## config.mk

```make
export PLATFORM = sky130hd
export DESIGN_NAME = sidf_span_filter
export DESIGN_NICKNAME = d
export VERILOG_FILES = /design/src/rtl/sidf_pkg.sv /design/src/rtl/sidf_mask_decode.sv /design/src/rtl/sidf_compare.sv /design/src/rtl/sidf_hit_reg.sv /design/src/rtl/sidf_span_filter.sv
export SDC_FILE = /design/constraint.sdc
export NUM_CORES = 1
export LEC_CHECK = 0
export ABC_AREA = 1
export CAP_MARGIN = 20
export CORE_MARGIN = 1.5
export CORE_UTILIZATION = 55
export CTS_CLUSTER_DIAMETER = 60
export DETAILED_ROUTE_END_ITERATION = 16
export DONT_BUFFER_PORTS = 1
export GPL_TIMING_DRIVEN = 1
export PLACE_DENSITY = 0.7
export SYNTH_ARGS = -nofsm -noshare
export SYNTH_HDL_FRONTEND = slang
export SYNTH_SLANG_ARGS = --single-unit
export TNS_END_PERCENT = 5
```

## constraint.sdc

```tcl
create_clock -name clk -period 2.6 [get_ports clk]
set_input_delay 0.26 -clock clk [delete_from_list [all_inputs] [get_ports clk]]
set_output_delay 0.26 -clock clk [all_outputs]
set_load 0.02 [all_outputs]
```

## src/rtl/sidf_pkg.sv

```systemverilog
// Package: shared choices for the stream identifier span filter.
// Assumes: nothing; holds only types.
package sidf_pkg;
    // How the ignore mask is derived from the filter value.
    typedef enum logic {
        MASK_ADDER = 1'b0,  // value XOR (value + 1)
        MASK_CHAIN = 1'b1   // running AND of the low bits
    } mask_style_e;
endpackage

```

## src/rtl/sidf_mask_decode.sv

```systemverilog
// Module: sidf_mask_decode
// Turns the filter value into a don't-care mask. In span mode the mask
// covers the trailing run of ones plus the first zero above it; in exact
// mode it is zero. Two equivalent structures are selectable.
// Assumes: ID_W >= 2; purely combinational.
module sidf_mask_decode #(
    parameter int                    ID_W  = 32,
    parameter sidf_pkg::mask_style_e STYLE = sidf_pkg::MASK_CHAIN
) (
    input  logic [ID_W-1:0] value,
    input  logic            span,
    output logic [ID_W-1:0] ignore_mask
);
    localparam logic [ID_W-1:0] ONE = {{(ID_W-1){1'b0}}, 1'b1};

    logic [ID_W-1:0] run_mask;

    generate
        if (STYLE == sidf_pkg::MASK_CHAIN) begin : g_chain
            // bit i is don't-care when every bit below it is one
            assign run_mask[0] = 1'b1;
            for (genvar i = 1; i < ID_W; i++) begin : g_bit
                assign run_mask[i] = run_mask[i-1] & value[i-1];
            end
        end else begin : g_adder
            // the carry of value+1 flips exactly the trailing run and its end
            assign run_mask = value ^ (value + ONE);
        end
    endgenerate

    // exact mode ignores nothing
    always_comb begin
        ignore_mask = span ? run_mask : '0;
    end
endmodule

```

## src/rtl/sidf_compare.sv

```systemverilog
// Module: sidf_compare
// Compares the event identifier with the filter value on every bit the
// mask does not cover.
// Assumes: purely combinational; mask already qualified by mode.
module sidf_compare #(
    parameter int ID_W = 32
) (
    input  logic [ID_W-1:0] id,
    input  logic [ID_W-1:0] value,
    input  logic [ID_W-1:0] ignore_mask,
    output logic            pass
);
    logic [ID_W-1:0] diff;

    // differing bits that are still compared
    always_comb begin
        diff = (id ^ value) & ~ignore_mask;
        pass = ~|diff;
    end
endmodule

```

## src/rtl/sidf_hit_reg.sv

```systemverilog
// Module: sidf_hit_reg
// Registers the pass decision: a one-cycle qualified pulse per valid event
// and a flag that holds the most recent event's result.
// Assumes: synchronous active-low reset.
module sidf_hit_reg (
    input  logic clk,
    input  logic rst_n,
    input  logic valid,
    input  logic pass,
    output logic hit_pulse,
    output logic match_q
);
    // pulse tracks valid-and-pass every cycle
    always_ff @(posedge clk) begin
        if (!rst_n) hit_pulse <= 1'b0;
        else        hit_pulse <= valid & pass;
    end

    // held flag updates only when an event is present
    always_ff @(posedge clk) begin
        if (!rst_n)     match_q <= 1'b0;
        else if (valid) match_q <= pass;
    end
endmodule

```

## src/rtl/sidf_span_filter.sv

```systemverilog
// Module: sidf_span_filter (top)
// Stream identifier filter with exact and span modes; the span's ignored
// low run is encoded in the filter value itself. Result registered once.
// Assumes: filter inputs are stable during the cycle of the event they
// apply to; synchronous active-low reset.
module sidf_span_filter #(
    parameter int                    ID_W       = 32,
    parameter sidf_pkg::mask_style_e MASK_STYLE = sidf_pkg::MASK_CHAIN
) (
    input  logic            clk,
    input  logic            rst_n,
    input  logic [ID_W-1:0] flt_value,
    input  logic            flt_span,
    input  logic [ID_W-1:0] evt_id,
    input  logic            evt_valid,
    output logic            hit_pulse,
    output logic            match_q
);
    localparam logic [ID_W-1:0] ONE = {{(ID_W-1){1'b0}}, 1'b1};

    logic [ID_W-1:0] ignore_mask;
    logic            pass;

    sidf_mask_decode #(.ID_W(ID_W), .STYLE(MASK_STYLE)) u_mask (
        .value       (flt_value),
        .span        (flt_span),
        .ignore_mask (ignore_mask)
    );

    sidf_compare #(.ID_W(ID_W)) u_cmp (
        .id          (evt_id),
        .value       (flt_value),
        .ignore_mask (ignore_mask),
        .pass        (pass)
    );

    sidf_hit_reg u_reg (
        .clk       (clk),
        .rst_n     (rst_n),
        .valid     (evt_valid),
        .pass      (pass),
        .hit_pulse (hit_pulse),
        .match_q   (match_q)
    );

    // span mask is a nonempty contiguous run starting at bit 0
    a_r3_mask_low_run: assert property (@(posedge clk) disable iff (!rst_n)
        flt_span |-> (ignore_mask[0] && ((ignore_mask & (ignore_mask + ONE)) == '0)));

    // exact mode ignores no bit
    a_r2_exact_no_mask: assert property (@(posedge clk) disable iff (!rst_n)
        !flt_span |-> (ignore_mask == '0));

    // exact mismatch never yields a pulse
    a_r2_exact_miss: assert property (@(posedge clk) disable iff (!rst_n)
        (evt_valid && !flt_span && (evt_id != flt_value)) |=> !hit_pulse);

    // all-ones span filter passes anything
    a_r5_all_pass: assert property (@(posedge clk) disable iff (!rst_n)
        (evt_valid && flt_span && (&flt_value)) |=> hit_pulse);

    // no pulse without an event the cycle before
    a_r7_no_pulse_without_valid: assert property (@(posedge clk) disable iff (!rst_n)
        !evt_valid |=> !hit_pulse);

    // held flag is stable across idle cycles
    a_r8_hold_idle: assert property (@(posedge clk) disable iff (!rst_n)
        !evt_valid |=> $stable(match_q));
endmodule

```

==> impl_metrics.ini <==
[sta]
maxSlewViolCount = 0
setup_violations = 0
period_minus_slack_ns = 2.14
fin_skew_ns = 0
tightest_slew_ns = 0.223
fmax_mhz = 468
relSlewSlack_pct = 85.1
finalHoldViolCount = 0
tns_ns = 0
period_share_pct = 82.2
rsz0062_at_grt = false

[drt]
drc = 0
drt-pass1-iter-count = 4
routed_via_density = 5.37
drt.antenna.violating_nets = 0
wire_per_inst_um = 10.0
num_vias = 934
wl_mm = 1.75
drt_iter0_markers = 13

[clock_network]
clk_latency_ns = 0.22
htreeDepth = 1
cts.repair.resized = 0
cts_root_buf = clkbuf_4
cts_setup_buffers = 0
cts-buffers-inserted = 3
tritoncts = built
clock_sinks = 2
hold_buffers = 0
cts_buffer_depth = 2
clk_pin_slew_ns = 0.03

[power]
power_density_nw_per_um2 = 182
leakage_nw = 0.516
sw_frac_of_total_pct = 31.4
seqPwrFrac_pct = 17.6
irDropWorstVdd_mv = 0.162
p_int_mw = 0.121
power.share.clock_pct = 37.8
p_comb_share_pct = 44.6
power_switching_mw = 0.0553

[layout]
seq_area_um2 = 40.0
nets = 228
fin_cells = 174
multi_input_area_um2 = 786
drive_gt1_share_pct = 12.0
area_growth_pct = 4.61
finalInstanceArea_um2 = 966
fillers = 160
postLayoutCoreUtil_pct = 62.7
antenna_cells = 0

[synthesis]
yosys.area.top_type_share_pct = 25.6
synth.top_cells.by_count = 43 x nand2_1, 27 x xor2_1, 26 x inv_1
yosysSeqAreaShare_pct = 4.34
synth_cell_types = 18
yosys_register_bits = 2
ys_top_cells_by_area = xor2_1 26%, nand2_1 17%, inv_1 11%
synth-edff-count = 0
syn_area_um2 = 923
synthCells = 155
syn_area_per_cell_um2 = 5.96
async_flop_share_pct = 0
ys.flop_type = dfxtp_1
yosys_warnings = 0
yosys.area.top_type = xor2_1
synth_nets = 223
yosys.cell_count.top_type = nand2_1

[die]
initial_core_util_pct = 59.9
core_area_um2 = 1540
die_w_um = 44.0
fp-row-count = 14
die_height_um = 44.0
dieArea_um2 = 1930
ios = 70

[worst_setup_path]
rr_endpoint = u_reg.match_q$_SDFFE_PN0P_
worstPathMaxFanout = 3
rr_worst_depth = 2
path_delay_family = simple AND/OR/NAND/NOR gates
crit_arrival_ns = 2.30
cp_slowest_cell = o21ai_0
cpPeakStageDelay_ns = 0.18
ff2ff_setup_slack_ns = 1.95
required_ns = 2.76
critPathKind = primary input to register
crit_chain = nand3_2, nor2_4, nand4_2, nor2_2, nand4_2, nor2_2, nand4_2, nor2_2, nand3_2, nor2_4, nand4_4, o21ai_0, inv_1, nor2_1, nand4_1, nor2_1, nand4_1, nand2_1
start_kind = primary input
endpoint_kind = register
cp_num_buf_inv = 1
rr_startpoint = u_reg.match_q$_SDFFE_PN0P_

[grt]
track_usage_pct = 18.6
grt_pass1_wl_mm = 2.86
grt_pass1_vias = 842
grt.overflow.total = 0
grt_antenna_before_repair = 0
grt_max_degree = 6

[min_path]
worstHoldPathCells = 2
hp-class = primary input to register
min_from = rst_n
whs_endpoint = u_reg.match_q$_SDFFE_PN0P_

[placement]
placedCellCount = 171
placed_cell_area_um2 = 943
gp_congestion = 0.762
dp_hpwl_mm = 1.63
port_buffers = 0

[outcome]
status = complete, no violations

[flow_run]
max_cap_violations = 0
placed cells by master, fill, tap and decap left out, types with 3 or more instances in the layout:
cell type  count
clkbuf_4       3
inv_1         26
nand2_1       43
nand3_1       10
nand4_1        9
nand4_2        3
nor2_1        13
nor2_2         3
nor2_4         4
o21ai_0        5
xor2_1        27
registers in the layout, indices dropped and copies added, names as in the netlist:
signal,count
u_reg.match_q,1
u_reg.hit_pulse,1
power groups by stage:
| stage | clock network [mW] | logic (mW) | registers [mW] |
|---|---|---|---|
| final | 0.0666 | 0.0785 | 0.0309 |
| after global routing | 0.0728 | 0.0934 | 0.0309 |
| after CTS | 0.0690 | 0.0796 | 0.0309 |
| after detailed placement | 0 | 0.0789 | 0.0313 |
| after global placement | 0 | 0.0771 | 0.0313 |
| after floorplan | 0 | 0.0697 | 0.0313 |
logic make-up after synthesis:
family                 share of synthesized area, %
buffers and inverters                          10.6
AO/OA/AOI/OAI                                  3.66
AND/OR/NAND/NOR                                54.9
XOR/XNOR                                       26.6
flip-flops                                     4.34
layout make-up:
cell class                 instances  share of cell area [%]
inverter                          26                    10.1
tap                               16                    2.07
sequential                         2                    4.15
clock buffer                       3                    2.33
multi-input combinational        127                    81.3
per-stage QoR:
step | power [mW] | setup slack [ns] | hold slack, ns
after floorplan | 0.101 | 0.465 | 0.405
after global placement | 0.108 | 0.309 | 0.420
after detailed placement | 0.110 | 0.208 | 0.413
after CTS | 0.179 | 0.431 | 0.189
after global routing | 0.197 | 0.220 | 0.187
final | 0.176 | 0.464 | 0.190
layer usage:
metal / wire [µm] / global-route usage [%] / up-vias
met5: 0 / 0 / -
met2: 927 / 35.9 / 45
met3: 175 / 3.75 / 0
met1: 642 / 19.5 / 393
met4: 0 / 6.67 / 0
li1: - / - / 496
worst max path at each step:
stage | startpoint | cells past startpoint | slack, ns | end
2_1_floorplan | flt_span | 18 | 0.47 | u_reg.match_q$_SDFFE_PN0P_
3_3_place_gp | flt_span | 18 | 0.31 | u_reg.match_q$_SDFFE_PN0P_
3_5_place_dp | flt_span | 18 | 0.21 | u_reg.match_q$_SDFFE_PN0P_
4_1_cts | flt_span | 18 | 0.43 | u_reg.match_q$_SDFFE_PN0P_
5_1_grt | flt_span | 18 | 0.22 | u_reg.match_q$_SDFFE_PN0P_
6_report | flt_span | 18 | 0.46 | u_reg.match_q$_SDFFE_PN0P_
(Power assumes the default switching activity.)
